$ cat src/rtl/ncs_pkg.sv
package ncs_pkg;
  localparam int STAT_W  = 8;
  localparam int B_WP    = 7;
  localparam int B_CRDY  = 6;
  localparam int B_ARDY  = 5;
  localparam int B_PERR  = 1;
  localparam int B_CERR  = 0;

  function automatic logic [STAT_W-1:0] pack_status(
    input logic wp_n, input logic cmode, input logic cbusy,
    input logic abusy, input logic eprev, input logic ecur);
    logic [STAT_W-1:0] s;
    s = '0;
    s[B_WP]   = wp_n;
    s[B_ARDY] = ~abusy;
    s[B_CRDY] = cmode ? ~cbusy : ~abusy;
    s[B_PERR] = cmode & eprev;
    s[B_CERR] = ecur;
    return s;
  endfunction
endpackage

$ cat src/rtl/ncs_busy_track.sv
module ncs_busy_track (
  input  logic clk,
  input  logic rst_n,
  input  logic op_start,
  input  logic op_cache,
  input  logic op_done,
  input  logic cache_load,
  input  logic cache_release,
  output logic array_busy,
  output logic cache_busy,
  output logic cache_mode
);
  always_ff @(posedge clk or negedge rst_n) begin
    if (!rst_n) begin
      array_busy <= 1'b0;
      cache_mode <= 1'b0;
    end else if (op_start) begin
      array_busy <= 1'b1;
      cache_mode <= op_cache;
    end else if (op_done) begin
      array_busy <= 1'b0;
      cache_mode <= 1'b0;
    end
  end

  always_ff @(posedge clk or negedge rst_n) begin
    if (!rst_n)             cache_busy <= 1'b0;
    else if (cache_load)    cache_busy <= 1'b1;
    else if (cache_release) cache_busy <= 1'b0;
  end
endmodule

$ cat src/rtl/ncs_err_pipe.sv
module ncs_err_pipe (
  input  logic clk,
  input  logic rst_n,
  input  logic op_start,
  input  logic cache_mode,
  input  logic cache_load,
  input  logic res_valid,
  input  logic res_fail,
  output logic err_cur,
  output logic err_prev,
  output logic page_shift
);
  assign page_shift = cache_load & cache_mode & ~op_start;

  always_ff @(posedge clk or negedge rst_n) begin
    if (!rst_n) begin
      err_cur  <= 1'b0;
      err_prev <= 1'b0;
    end else if (op_start) begin
      err_cur  <= 1'b0;
      err_prev <= 1'b0;
    end else if (page_shift) begin
      err_prev <= res_valid ? res_fail : err_cur;
      err_cur  <= 1'b0;
    end else if (res_valid) begin
      err_cur  <= res_fail;
    end
  end
endmodule

$ cat src/rtl/ncs_snap.sv
module ncs_snap #(
  parameter int W = 8
) (
  input  logic         clk,
  input  logic         rst_n,
  input  logic         rd_stb,
  input  logic [W-1:0] live,
  output logic [W-1:0] snap
);
  always_ff @(posedge clk or negedge rst_n) begin
    if (!rst_n)      snap <= '0;
    else if (rd_stb) snap <= live;
  end
endmodule

$ cat src/rtl/nand_cache_status.sv
module nand_cache_status
  import ncs_pkg::*;
(
  input  logic              clk,
  input  logic              rst_n,
  input  logic              wp_n,
  input  logic              op_start,
  input  logic              op_cache,
  input  logic              op_done,
  input  logic              cache_load,
  input  logic              cache_release,
  input  logic              res_valid,
  input  logic              res_fail,
  input  logic              rd_stb,
  output logic [STAT_W-1:0] status_q
);
  logic array_busy, cache_busy, cache_mode;
  logic err_cur, err_prev, page_shift;
  logic [STAT_W-1:0] live_status;

  ncs_busy_track u_busy (
    .clk(clk), .rst_n(rst_n), .op_start(op_start), .op_cache(op_cache),
    .op_done(op_done), .cache_load(cache_load), .cache_release(cache_release),
    .array_busy(array_busy), .cache_busy(cache_busy), .cache_mode(cache_mode)
  );

  ncs_err_pipe u_err (
    .clk(clk), .rst_n(rst_n), .op_start(op_start), .cache_mode(cache_mode),
    .cache_load(cache_load), .res_valid(res_valid), .res_fail(res_fail),
    .err_cur(err_cur), .err_prev(err_prev), .page_shift(page_shift)
  );

  assign live_status = pack_status(wp_n, cache_mode, cache_busy,
                                   array_busy, err_prev, err_cur);

  ncs_snap #(.W(STAT_W)) u_snap (
    .clk(clk), .rst_n(rst_n), .rd_stb(rd_stb), .live(live_status), .snap(status_q)
  );
endmodule

$ cat config.mk
export PLATFORM = sky130hd
export DESIGN_NAME = nand_cache_status
export DESIGN_NICKNAME = d
export VERILOG_FILES = /design/src/rtl/ncs_pkg.sv /design/src/rtl/ncs_busy_track.sv /design/src/rtl/ncs_err_pipe.sv /design/src/rtl/ncs_snap.sv /design/src/rtl/nand_cache_status.sv
export SDC_FILE = /design/constraint.sdc
export NUM_CORES = 1
export LEC_CHECK = 0
export BUFFER_PORTS_ARGS = -buffer_cell sky130_fd_sc_hd__buf_2
export CORE_AREA = 2 2 39 41
export CTS_CLUSTER_SIZE = 24
export DETAILED_ROUTE_END_ITERATION = 10
export DIE_AREA = 0 0 41 43
export HOLD_SLACK_MARGIN = 0.06
export PLACE_DENSITY_LB_ADDON = 0.12
export SLEW_MARGIN = 10
export SYNTH_ARGS = -nofsm -noshare
export SYNTH_HDL_FRONTEND = slang
export SYNTH_HIERARCHICAL = 1
export SYNTH_SLANG_ARGS = --single-unit
$ cat constraint.sdc
create_clock -name clk -period 2.5 [get_ports clk]
set_input_delay 0.25 -clock clk [delete_from_list [all_inputs] [get_ports clk]]
set_output_delay 0.25 -clock clk [all_outputs]
set_load 0.02 [all_outputs]
# --- After elaboration in Yosys (flattened, before gate mapping) ---
# Index checks and enable logic that the tools add are counted.
op_classes:
  div: 0
  multipliers: 0
  shift: 0
  n_eq_ne: 0
  order_cmp: 0
  bitwise: 6
  add_sub_neg: 0
  n_reduce_logical: 3
  n_mux: 11
ops:
  columns: ["cell", "n"]
  rows:
  - ["1-bit two-way mux", 11]
  - ["2-bit nonzero test", 3]
  - ["1-bit AND", 3]
  - ["1-bit inverter", 3]
word_totals:
  word_cells: 26
  input_bits: 11
  latchBits: 0
  regBits: 10
  romBits: 0
  mem_bits_rw: 0
  memories: 0
  output_inout_bits: 8

# --- Depth between registers and ports, before layout ---
# Gate-level depths: netlist of run 1.
logic_depth:
  ltp_word: 4
  mapped_depth: 2
  depth_no_buf: 2

# --- By module ---
# Netlist of run 1, hierarchy kept.
by_module_without_submodules:
  columns: ["module", "seq_area_each_um2", "instances", "cells_each", "area_per_inst_um2"]
  rows:
  - ["ncs_snap", 200.2, 1, 17, 331.6]
  - ["ncs_busy_track", 75.1, 1, 10, 116.4]
  - ["ncs_err_pipe", 50.0, 1, 8, 88.8]
  - ["nand_cache_status", 0.0, 1, 4, 25.0]

# --- Least setup slack after synthesis of run 1 ---
# No wires, ideal clock.
synth_path:
  kind: "register -> register"
  start: "reg u_busy.cache_mode"
  end: "reg u_snap.snap[1]"
  stages_incl_launch_ff: 3
  setup_time_ps: 125
  arrival_ps: 834
  t_required_ps: 2375
  path_slack_ps: 1541
  synth_period_minus_slack_ps: 959
  path_cell_list: "dfrtp_1 > and2_2 > mux2_4"
synth_between:
  elab_chain_cells: 1
synth_lines:
  columns: ["item", "line", "text"]
  rows:
  - ["from (decl)", "ncs_busy_track.sv:11", "output logic cache_mode"]
  - ["from (signal assigned)", "ncs_busy_track.sv:19", "cache_mode <= op_cache;"]
  - ["1-bit AND", "ncs_pkg.sv:17", "s[B_PERR] = cmode & eprev;"]
  - ["net live_status[1]", "nand_cache_status.sv:19", "logic [STAT_W-1:0] live_status;"]
  - ["to (signal assigned)", "ncs_snap.sv:12", "else if (rd_stb) snap <= live;"]
  - ["to (decl)", "ncs_snap.sv:8", "output logic [W-1:0] snap"]
# The timed path passes the listed nets, and every way through them passes these cells.
# A chain may end at the register's enable or synchronous reset.

# --- Worst setup path in the final report of run 1 ---
layout_path:
  start: "reg u_snap.snap[6]"
  end: "out status_q[6]"
layout_rtl:
  columns: ["item", "line", "text"]
  rows:
  - ["to (decl)", "nand_cache_status.sv:15", "output logic [STAT_W-1:0] status_q"]
# No word-level cell between the ends.

==> results of run 1 <==
layout make-up:
class	count	area, um^2
multi-input cells	22	214.0
fillers	134	685.7
flip-flops and latches	13	325.3
well taps	16	20.02
clock buffers	3	22.52
repair buffers	19	100.1
inverters	3	11.26
clock inverters	1	5.005
flip-flops by register name, indices dropped and copies added (netlist names):
register,count
u_err/err_cur,1
u_busy/array_busy,1
u_busy/cache_mode,1
u_busy/cache_busy,1
u_snap/snap,8
u_err/err_prev,1
metrics by stage:
stage / setup WS (ns) / power [mW] / std cells / utilization [%] / area, um^2
after detailed placement: 1.531 / 0.3210 / 72 / 47.74 / 660.6
after global placement: 1.538 / 0.3196 / 72 / 47.74 / 660.6
after global routing: 1.383 / 0.4723 / 77 / 50.45 / 698.2
after CTS: 1.419 / 0.4484 / 77 / 50.45 / 698.2
final: 1.428 / 0.4401 / 77 / 50.45 / 698.2
after floorplan: 1.554 / 0.2915 / 39 / - / 561.8
per-layer routing:
layer / up-vias / share of wire [%]
met2: 14 / 44
li1: 175 / -
met1: 157 / 48
met3: 0 / 8.2
met5: - / 0
met4: 0 / 0
cells in the final DEF, fill, tap and decap left out:
cell type      count
mux2_4             8
o21ai_2            1
nand2b_1           1
inv_1              3
conb_1             3
dfrtp_1           13
buf_2             18
a21oi_1            1
clkinv_2           1
nand2_1            1
a311oi_1           1
clkbuf_4           3
a211oi_1           1
dlygate4sd3_1      1
and2_2             1
mux2i_1            2
a21o_1             2
worst paths after layout:
check                           depth (start not counted)  slack (ns)               from                 to
worst max-delay path                                    1        1.43     u_snap/snap[6]        status_q[6]
worst min-delay path                                    2        0.16            op_done  u_busy/cache_mode
worst max register to register                          2        1.52  u_busy/cache_mode     u_snap/snap[1]
worst min register to register                          1        0.49  u_busy/cache_busy  u_busy/cache_busy
max in group asynchronous                               2        1.89              rst_n     u_snap/snap[7]
min in group asynchronous                               2        0.39              rst_n     u_snap/snap[2]
power breakdown:
group | switching (mW) | total, mW | internal, mW
clock | 0.0641 | 0.123 | 0.0591
sequential | 0.0106 | 0.238 | 0.228
combinational | 0.0393 | 0.0786 | 0.0393
==> results.md, run 1 <==
- Hold Worst Slack: around 0.16 ns
- DR WL/cell: 11.08 um
- Synthesized area per cell: 14.98 um^2
- Final #Nets: between 70 and 80
- CTS tree: yes
- DRT Pass-1 Iters: 4
- Post-route DRC: 0
- Effective utilization at floorplan: between 40% and 50%
- Clock latency on the worst-skew pair: ~0.27 ns
- Max Clock Freq: 0.9324 GHz
- Vias in the first global route: between 300 and 400
- # diodes: 0
- Min Tclk post-route: 1.072 ns
- Post-CTS Setup Inserts: 0
- Initial DRC Count: 2
- Layer with the highest usage: met2
- Share of cells above drive strength 1: approximately 52%
- RSZ-0062 raised after global routing: false
- CTS H-tree depth: 1
- Final setup fails: 0
- CTS Buf Count: 3
- Final slew viol count: 0
- GP Congestion: ~0.67
- Met3 Usage GRT: under 10%
- Worst path cell trace: buf_2
- Global-route wire length before repair: about 1500 um
- Mapped Area: roughly 550 um^2
- Delay-heaviest family, CP: flip-flops
- Maximum VDD drop: about 0.30 mV
- Critical Path Source Type: register
- Clock Sinks: 13
- Placed wire-length estimate: ~660 um
- Worst setup EP type: primary output
- Post-CTS sizing: 0
- Yosys warning count: 6
- Slowest CP cell: dfrtp_1
- Tcrit/Tclk final: 42.90%
- Max_cap viols: 0
- GRT Total Usage: around an eighth
- CP Max Fanout: 2
- Grt total ovfl: 0
- GR Util met2: 17.19%
- Die width: 41 um
- Core area: 1384 um^2
- Port Buf Inserts: 18
- Worst Path Buf+Inv: 1
- Worst min path class: in -> reg
- CTS clk-pin slew, worst paths: about 0.08 ns
- CP arrival: between 0.8 and 0.9 ns
- Row cnt: 14
- DRT Wirelength: between 800 and 900 um
- Max Buffers Root-to-Sink: 2
- Via density: 4.494
- GR Layer Usage met1: approximately 17%
- Initial antenna violation count: 0
- WP data required: between 2 and 2.5 ns
- PwrDens: 630.4 nW/um^2
- Die area: about 1800 um^2
- Via count: ~350
- Status: finished clean
- Largest net degree at the start of global routing: 14
- WS Path Type: reg -> out
- Antenna-violating nets left: 0
- Top Ports: 19
- Die Span Y: 43 um
- Syn-to-layout area delta: 25.96%
- Buffer type at the clock tree root: clkbuf_4
- Endpoints failing hold: 0
- Cells after synthesis: 37
- Hold_buf cts: 1
- Clk_skew: between 0.003 and 0.004 ns
- CP peak stage delay: slightly below 0.4 ns
- Setup TNS: 0 ns
- Leak Pwr: between 0.3 and 0.4 nW
Power figures use the tool's default switching activity.
==> inputs of run 2 (changes only) <==
--- a/config.mk
+++ b/config.mk
@@ -5,6 +5,7 @@
 export SDC_FILE = /design/constraint.sdc
 export NUM_CORES = 1
 export LEC_CHECK = 0
+export ABC_AREA = 1
 export BUFFER_PORTS_ARGS = -buffer_cell sky130_fd_sc_hd__buf_2
 export CORE_AREA = 2 2 39 41
 export CTS_CLUSTER_SIZE = 24
==> constraint.sdc (replaced) <==
create_clock -name clk -period 1 [get_ports clk]
set_input_delay 0.1 -clock clk [delete_from_list [all_inputs] [get_ports clk]]
set_output_delay 0.1 -clock clk [all_outputs]
set_load 0.02 [all_outputs]
==> run 2 against run 1 <==
  * Non-clock buffer count is 3 higher
  * Critical endpoint unchanged
  * Cell area rose by 4.5%
  * Critical path type unchanged
  * Combinational power up 120%
==> results.md, run 2 <==
- CTS tree: yes (unchanged)
- Commonest non-fill, non-tap cells in the layout: nand2_1, buf_2, dfrtp_1, inv_1, dlygate4sd3_1 (was buf_2, dfrtp_1, mux2_4)
- Buffer type at the clock tree root: clkbuf_4 (unchanged)
- WP data required: 0.90 ns (was 2.25 ns)
- Largest net degree at the start of global routing: 14 (unchanged)
- CP peak stage delay: 0.38 ns (was 0.39 ns)
- Dpl cells: 104 (was 72)
- Largest register FFs: 8 (unchanged)
- Effective utilization at floorplan: 40.24% (was 40.05%)
- Worst Hold Depth: 2 (unchanged)
- RR Startpoint: u_busy/cache_mode (unchanged)
- Grt total ovfl: 0 (unchanged)
- CP Max Fanout: 2 (unchanged)
- Worst path cell trace: buf_2 (unchanged)
- Endpoints failing hold: 0 (unchanged)
- Via density: 4.134 (was 4.494)
- Antenna-violating nets left: 0 (unchanged)
- Delay-heaviest family, CP: flip-flops (unchanged)
- Final #Nets: 108 (was 73)
- Seq/Total Area, Yosys: 58.43%
- PwrDens: 1467 nW/um^2 (was 630.4 nW/um^2)
- RSZ-0062 raised after global routing: false (unchanged)
- Worst min path class: in -> reg (unchanged)
- Fill count: 150 (was 134)
- Synthesized area per cell: 8.069 um^2 (was 14.98 um^2)
- Commonest cells post-synth: nand2_1, dfrtp_1, inv_1, nor2_2
- Global-route wire length before repair: 1573 um (was 1490 um)
- GR Util met2: 20.00% (was 17.19%)
- Slowest CP cell: dfrtp_1 (unchanged)
- Layer with the highest usage: met2 (unchanged)
- Synth cell types: 11
- Placed wire-length estimate: 702.6 um (was 656.7 um)
- CP arrival: 0.81 ns (was 0.82 ns)
- Met3 Usage GRT: 4.712% (unchanged)
- Initial DRC Count: 6 (was 2)
- Syn-to-layout area delta: 31.01% (was 25.96%)
- Cell taking the most area after synthesis: dfrtp_1
- Vias in the first global route: 401 (was 360)
- DRT Wirelength: 966 um (was 853 um)
- Yosys warning count: 6 (unchanged)
- Clock Sinks: 13 (unchanged)
- DR WL/cell: 8.625 um (was 11.08 um)
- GP Congestion: 0.6478 (was 0.6689)
- Max_cap viols: 0 (unchanged)
- Die area: 1763 um^2 (unchanged)
- Share of cells above drive strength 1: 26.04% (was 52.46%)
- Min Tclk post-route: 0.9118 ns
- Cells after synthesis: 69 (was 37)
- # diodes: 0 (unchanged)
- Post-Layout Inst Area: 729.5 um^2 (was 698.2 um^2)
- Mapped Area: 556.8 um^2 (was 554.3 um^2)
- Commonest register cell after synthesis: dfrtp_1
- Clock latency on the worst-skew pair: 0.27 ns (about the same)
- Largest Register: u_snap/snap (unchanged)
- Max Clock Freq: 1.097 GHz
- Port Buf Inserts: 18 (unchanged)
- Most numerous cell in the Yosys netlist: nand2_1
- Placed instance area: 663.1 um^2 (was 660.6 um^2)
- Worst reg2reg path endpoint: u_snap/snap[6] (was u_snap/snap[1])
- Post-CTS Setup Inserts: 0 (unchanged)
- Critical Path Source Type: register (unchanged)
- Max Buffers Root-to-Sink: 2 (unchanged)
- Post-synth EDFFs: 0
- FFs w/ async S/R, synth: 100.0%
- Status: finished clean (unchanged)
- Top Ports: 19 (unchanged)
- Via count: 463 (was 346)
- Initial antenna violation count: 0 (unchanged)
- Final setup fails: 0 (unchanged)
- Leak Pwr: 0.4555 nW (was 0.3832 nW)
- Maximum VDD drop: 0.8397 mV (was 0.2964 mV)
- CTS H-tree depth: 1 (unchanged)
- Synth Register Bits: 13
- Die width: 41 um (unchanged)
- Finished Layout Cells: 112 (was 77)
- Crit. path cell count: 1 (unchanged)
- Share of the synthesized area in the top cell type: around three fifths
- Register Area: 325.3 um^2 (unchanged)
- Post-route DRC: 0 (unchanged)
- Row cnt: 14 (unchanged)
- Hold EP: u_busy/cache_busy (was u_busy/cache_mode)
- Flop2flop setup slack: 0.23 ns (was 1.52 ns)
- Worst Path Buf+Inv: 1 (unchanged)
- Setup crit start: u_snap/snap[6] (unchanged)
- Final slew viol count: 0 (unchanged)
- Hold path start: cache_load (was op_done)
- WS Path Type: reg -> out (unchanged)
- Most common cell after layout, fill and taps aside: nand2_1 (was buf_2)
- Tcrit/Tclk final: about nine tenths
- Setup TNS: 0 ns (unchanged)
- DRT Pass-1 Iters: 4 (unchanged)
- Post-CTS sizing: 0 (unchanged)
- GRT Total Usage: 14.26% (was 12.61%)
- CTS Buf Count: 3 (unchanged)
- Clk_skew: 0.002984 ns (was 0.003651 ns)
- CTS clk-pin slew, worst paths: 0.07 ns (was 0.08 ns)
- GR Layer Usage met1: 16.55% (was 17.11%)
- Worst setup EP type: primary output (unchanged)
- Top cells by area, synth: dfrtp_1, nand2_1, inv_1
- Core area: 1384 um^2 (unchanged)
- Multi-input logic area: 193.9 um^2 (was 214.0 um^2)
- Worst R2R Path Depth: 5 (was 2)
- Die Span Y: 43 um (unchanged)
run 2: how the worst max path moves through the flow:
stage | endpoint | slack, ns
after global routing | status_q[2] | 0.04
after CTS | status_q[3] | 0.07
after global placement | u_snap/snap[6] | 0.26
final | status_q[6] | 0.09
after floorplan | u_snap/snap[6] | 0.28
after detailed placement | u_err/err_prev | 0.23
run 2: timing repair:
| item | 4_1_cts | 5_1_grt |
|---|---|---|
| hold buffers | 4 | 0 |
| setup endpoints to repair | 0 | 0 |
| endpoints found under the hold margin | 16 | 0 |
run 2: layer usage:
metal,vias to the layer above,routed length (um),part of all wire [%]
met4,0,40,4.1
li1,253,-,-
met3,4,58,6.0
met5,-,0,0
met1,188,428,44
met2,18,438,45
run 2: power by group:
| part | switching [mW] | internal (mW) |
|---|---|---|
| Clock | 0.161 | 0.154 |
| Sequential | 0.0204 | 0.563 |
| Combinational | 0.104 | 0.0670 |
| Total | 0.286 | 0.784 |
run 2: area by class of cell:
class,count,area share [%]
Clock buffer,4,3.602
Inverter,9,4.631
Multi-Input combinational cell,48,26.59
Sequential cell,13,44.60
Tap cell,16,2.744
Timing Repair Buffer,22,17.84
run 2: stage by stage:
stage	setup slack, ns	utilization (%)	hold slack [ns]	power (mW)
6_report	0.08817	52.71	0.06382	1.070
5_1_grt	0.03764	52.71	0.06234	1.149
4_1_cts	0.07469	52.71	0.06160	1.085
3_5_place_dp	0.2348	47.92	0.003093	0.7569
3_3_place_gp	0.2633	47.92	0.0008868	0.7519
2_1_floorplan	0.2798	-	-0.1956	0.6887
run 2: cell families after synthesis:
| group | share of synthesized area (%) |
|---|---|
| other | 0.6735 |
| and+or+nand+nor | 30.56 |
| DFF | 58.43 |
| AOI/OAI and AO/OA | 2.247 |
| buffers and inverters | 8.089 |
==> inputs of run 3 (changes only) <==
--- a/config.mk
+++ b/config.mk
@@ -11,6 +11,7 @@
 export CTS_CLUSTER_SIZE = 24
 export DETAILED_ROUTE_END_ITERATION = 10
 export DIE_AREA = 0 0 41 43
+export GPL_TIMING_DRIVEN = 0
 export HOLD_SLACK_MARGIN = 0.06
 export PLACE_DENSITY_LB_ADDON = 0.12
 export SLEW_MARGIN = 10
==> run 3 against run 2 <==
  * First-iteration DRC count up 50%
  * Critical path depth unchanged
  * Largest power group unchanged
  * Non-clock buffer count up 2
  * Critical endpoint is now status_q[1]
  * Via count down 0.22%
==> results.md, run 3 (synthesized netlist as in run 2, its figures left out) <==
- GP Congestion: 0.6256 (was 0.6478)
- Most common cell after layout, fill and taps aside: nand2_1 (unchanged)
- Grt total ovfl: 0 (unchanged)
- Core area: 1384 um^2 (unchanged)
- Min Tclk post-route: 0.9074 ns (was 0.9118 ns)
- Leak Pwr: 0.4659 nW (was 0.4555 nW)
- Placed instance area: 669.4 um^2 (was 663.1 um^2)
- Global-route wire length before repair: 1552 um (was 1573 um)
- Finished Core Util: 54.61% (was 52.71%)
- Endpoints failing hold: 0 (unchanged)
- Initial antenna violation count: 0 (unchanged)
- Die area: 1763 um^2 (unchanged)
- Post-route DRC: 0 (unchanged)
- Antenna-violating nets left: 0 (unchanged)
- Fin worst setup slack: 0.09257 ns (was 0.08817 ns)
- Syn-to-layout area delta: 35.73% (was 31.01%)
- Largest net degree at the start of global routing: 14 (unchanged)
- Largest Register: u_snap/snap (unchanged)
- Final #Nets: 110 (was 108)
- Max Clock Freq: 1.102 GHz (was 1.097 GHz)
- Worst min path class: in -> reg (unchanged)
- DRT Pass-1 Iters: 4 (unchanged)
- Via density: 4.053 (was 4.134)
- GR Util met2: 22.81% (was 20.00%)
- Clock Sinks: 13 (unchanged)
- # diodes: 0 (unchanged)
- Setup TNS: 0 ns (unchanged)
- Status: finished clean (unchanged)
- Vias in the first global route: 424 (was 401)
- Die Span Y: 43 um (unchanged)
- CP Max Fanout: 2 (unchanged)
- Share of cells above drive strength 1: 25.51% (was 26.04%)
- GRT Total Usage: 13.54% (was 14.26%)
- Via count: 462 (was 463)
- Worst setup EP type: primary output (unchanged)
- Layer with the highest usage: met2 (unchanged)
- Max_cap viols: 0 (unchanged)
- Row cnt: 14 (unchanged)
- WP data required: 0.90 ns (about the same)
- Commonest non-fill, non-tap cells in the layout: nand2_1, buf_2, dfrtp_1, inv_1, dlygate4sd3_1 (unchanged)
- Worst Path Buf+Inv: 1 (unchanged)
- Clock latency on the worst-skew pair: 0.27 ns (about the same)
- CP peak stage delay: 0.38 ns (about the same)
- Initial DRC Count: 9 (was 6)
- PwrDens: 1428 nW/um^2 (was 1467 nW/um^2)
- Dpl ws: 0.2349 ns (was 0.2348 ns)
- Post-Layout Inst Area: 755.7 um^2 (was 729.5 um^2)
- Tcrit/Tclk final: 90.74% (was 91.18%)
- Worst R2R Path Depth: 5 (unchanged)
- Hold Worst Slack: 0.07869 ns (was 0.06382 ns)
- DRT Wirelength: 1001 um (was 966 um)
- Largest register FFs: 8 (unchanged)
- Final setup fails: 0 (unchanged)
- Final slew viol count: 0 (unchanged)
- CTS H-tree depth: 1 (unchanged)
- Setup crit start: u_snap/snap[1] (was u_snap/snap[6])
- Crit. path cell count: 1 (unchanged)
- Flop2flop setup slack: 0.23 ns (about the same)
- Die width: 41 um (unchanged)
- DR WL/cell: 8.781 um (was 8.625 um)
- Buffer type at the clock tree root: clkbuf_4 (unchanged)
- Post-CTS Setup Inserts: 0 (unchanged)
- Worst reg2reg path endpoint: u_snap/snap[6] (unchanged)
- Critical Path Source Type: register (unchanged)
- Delay-heaviest family, CP: flip-flops (unchanged)
- CTS Buf Count: 3 (unchanged)
- RSZ-0062 raised after global routing: false (unchanged)
- Met3 Usage GRT: 3.141% (was 4.712%)
- WS Path Type: reg -> out (unchanged)
- Top Ports: 19 (unchanged)
- CP arrival: 0.81 ns (about the same)
- GR Layer Usage met1: 13.13% (was 16.55%)
- CTS clk-pin slew, worst paths: 0.08 ns (was 0.07 ns)
- Effective utilization at floorplan: 40.24% (unchanged)
- RR Startpoint: u_busy/cache_mode (unchanged)
- Slowest CP cell: dfrtp_1 (unchanged)
- Overall power: 1.079 mW (was 1.070 mW)
- Dpl cells: 104 (unchanged)
- Finished Layout Cells: 114 (was 112)
- CP endpoint: status_q[1] (was status_q[6])
- Worst path cell trace: buf_2 (unchanged)
- Maximum VDD drop: 0.8595 mV (was 0.8397 mV)
- Port Buf Inserts: 17 (was 18)
- CTS tree: yes (unchanged)
- Max Buffers Root-to-Sink: 2 (unchanged)
- Clk_skew: 0.001277 ns (was 0.002984 ns)
## run 3: cell count changes in the layout (fill, tap and decap cells not counted), sizes merged
cell         change
dlygate4sd3      +2
## run 3: layout make-up
type | instances | area [um^2]
Tap cell | 16 | 20.02
Inverter | 9 | 33.78
Multi-Input combinational cell | 48 | 193.9
Clock buffer | 4 | 26.28
Fill cell | 143 | 628.1
Sequential cell | 13 | 325.3
Buffer | 1 | 11.26
Timing Repair Buffer | 23 | 145.1
## run 3: worst min-delay path by stage
| stage | start | slack (ns) | depth (start not counted) | end |
|---|---|---|---|---|
| after CTS | rd_stb | 0.07 | 3 | u_snap/snap[1] |
| after detailed placement | rst_n | 0.003 | 1 | u_snap/snap[2] |
| after floorplan | rst_n | -0.20 | 0 | u_busy/array_busy |
| final | rd_stb | 0.08 | 3 | u_snap/snap[1] |
| after global routing | rd_stb | 0.08 | 3 | u_snap/snap[5] |
| after global placement | rst_n | 0.001 | 1 | u_snap/snap[2] |
## run 3: worst register-to-register path: cells and delay by family, from the launching register on
kind / cells / cell delay [ns]
buf+inv: 1 / 0.06
flops: 1 / 0.42
simple gates: 4 / 0.19
## run 3: metal layers
layer | wire length, um | share of wire [%]
met1 | 466 | 47
met5 | 0 | 0
met4 | 14 | 1.4
met3 | 43 | 4.3
met2 | 476 | 48
## run 3: report_power, final
group          leakage [nW]  switching (mW)  total (mW)  internal (mW)
Sequential            0.163          0.0198       0.583          0.563
Clock                0.0150           0.162       0.317          0.154
Combinational         0.288           0.106       0.180         0.0748
Total                 0.466           0.288        1.08          0.792
## run 3: timing repair
item | in CTS | in global routing
hold buffers | 6 | 0
gates resized for setup | 0 | 0
hold endpoints to repair | 17 | 0
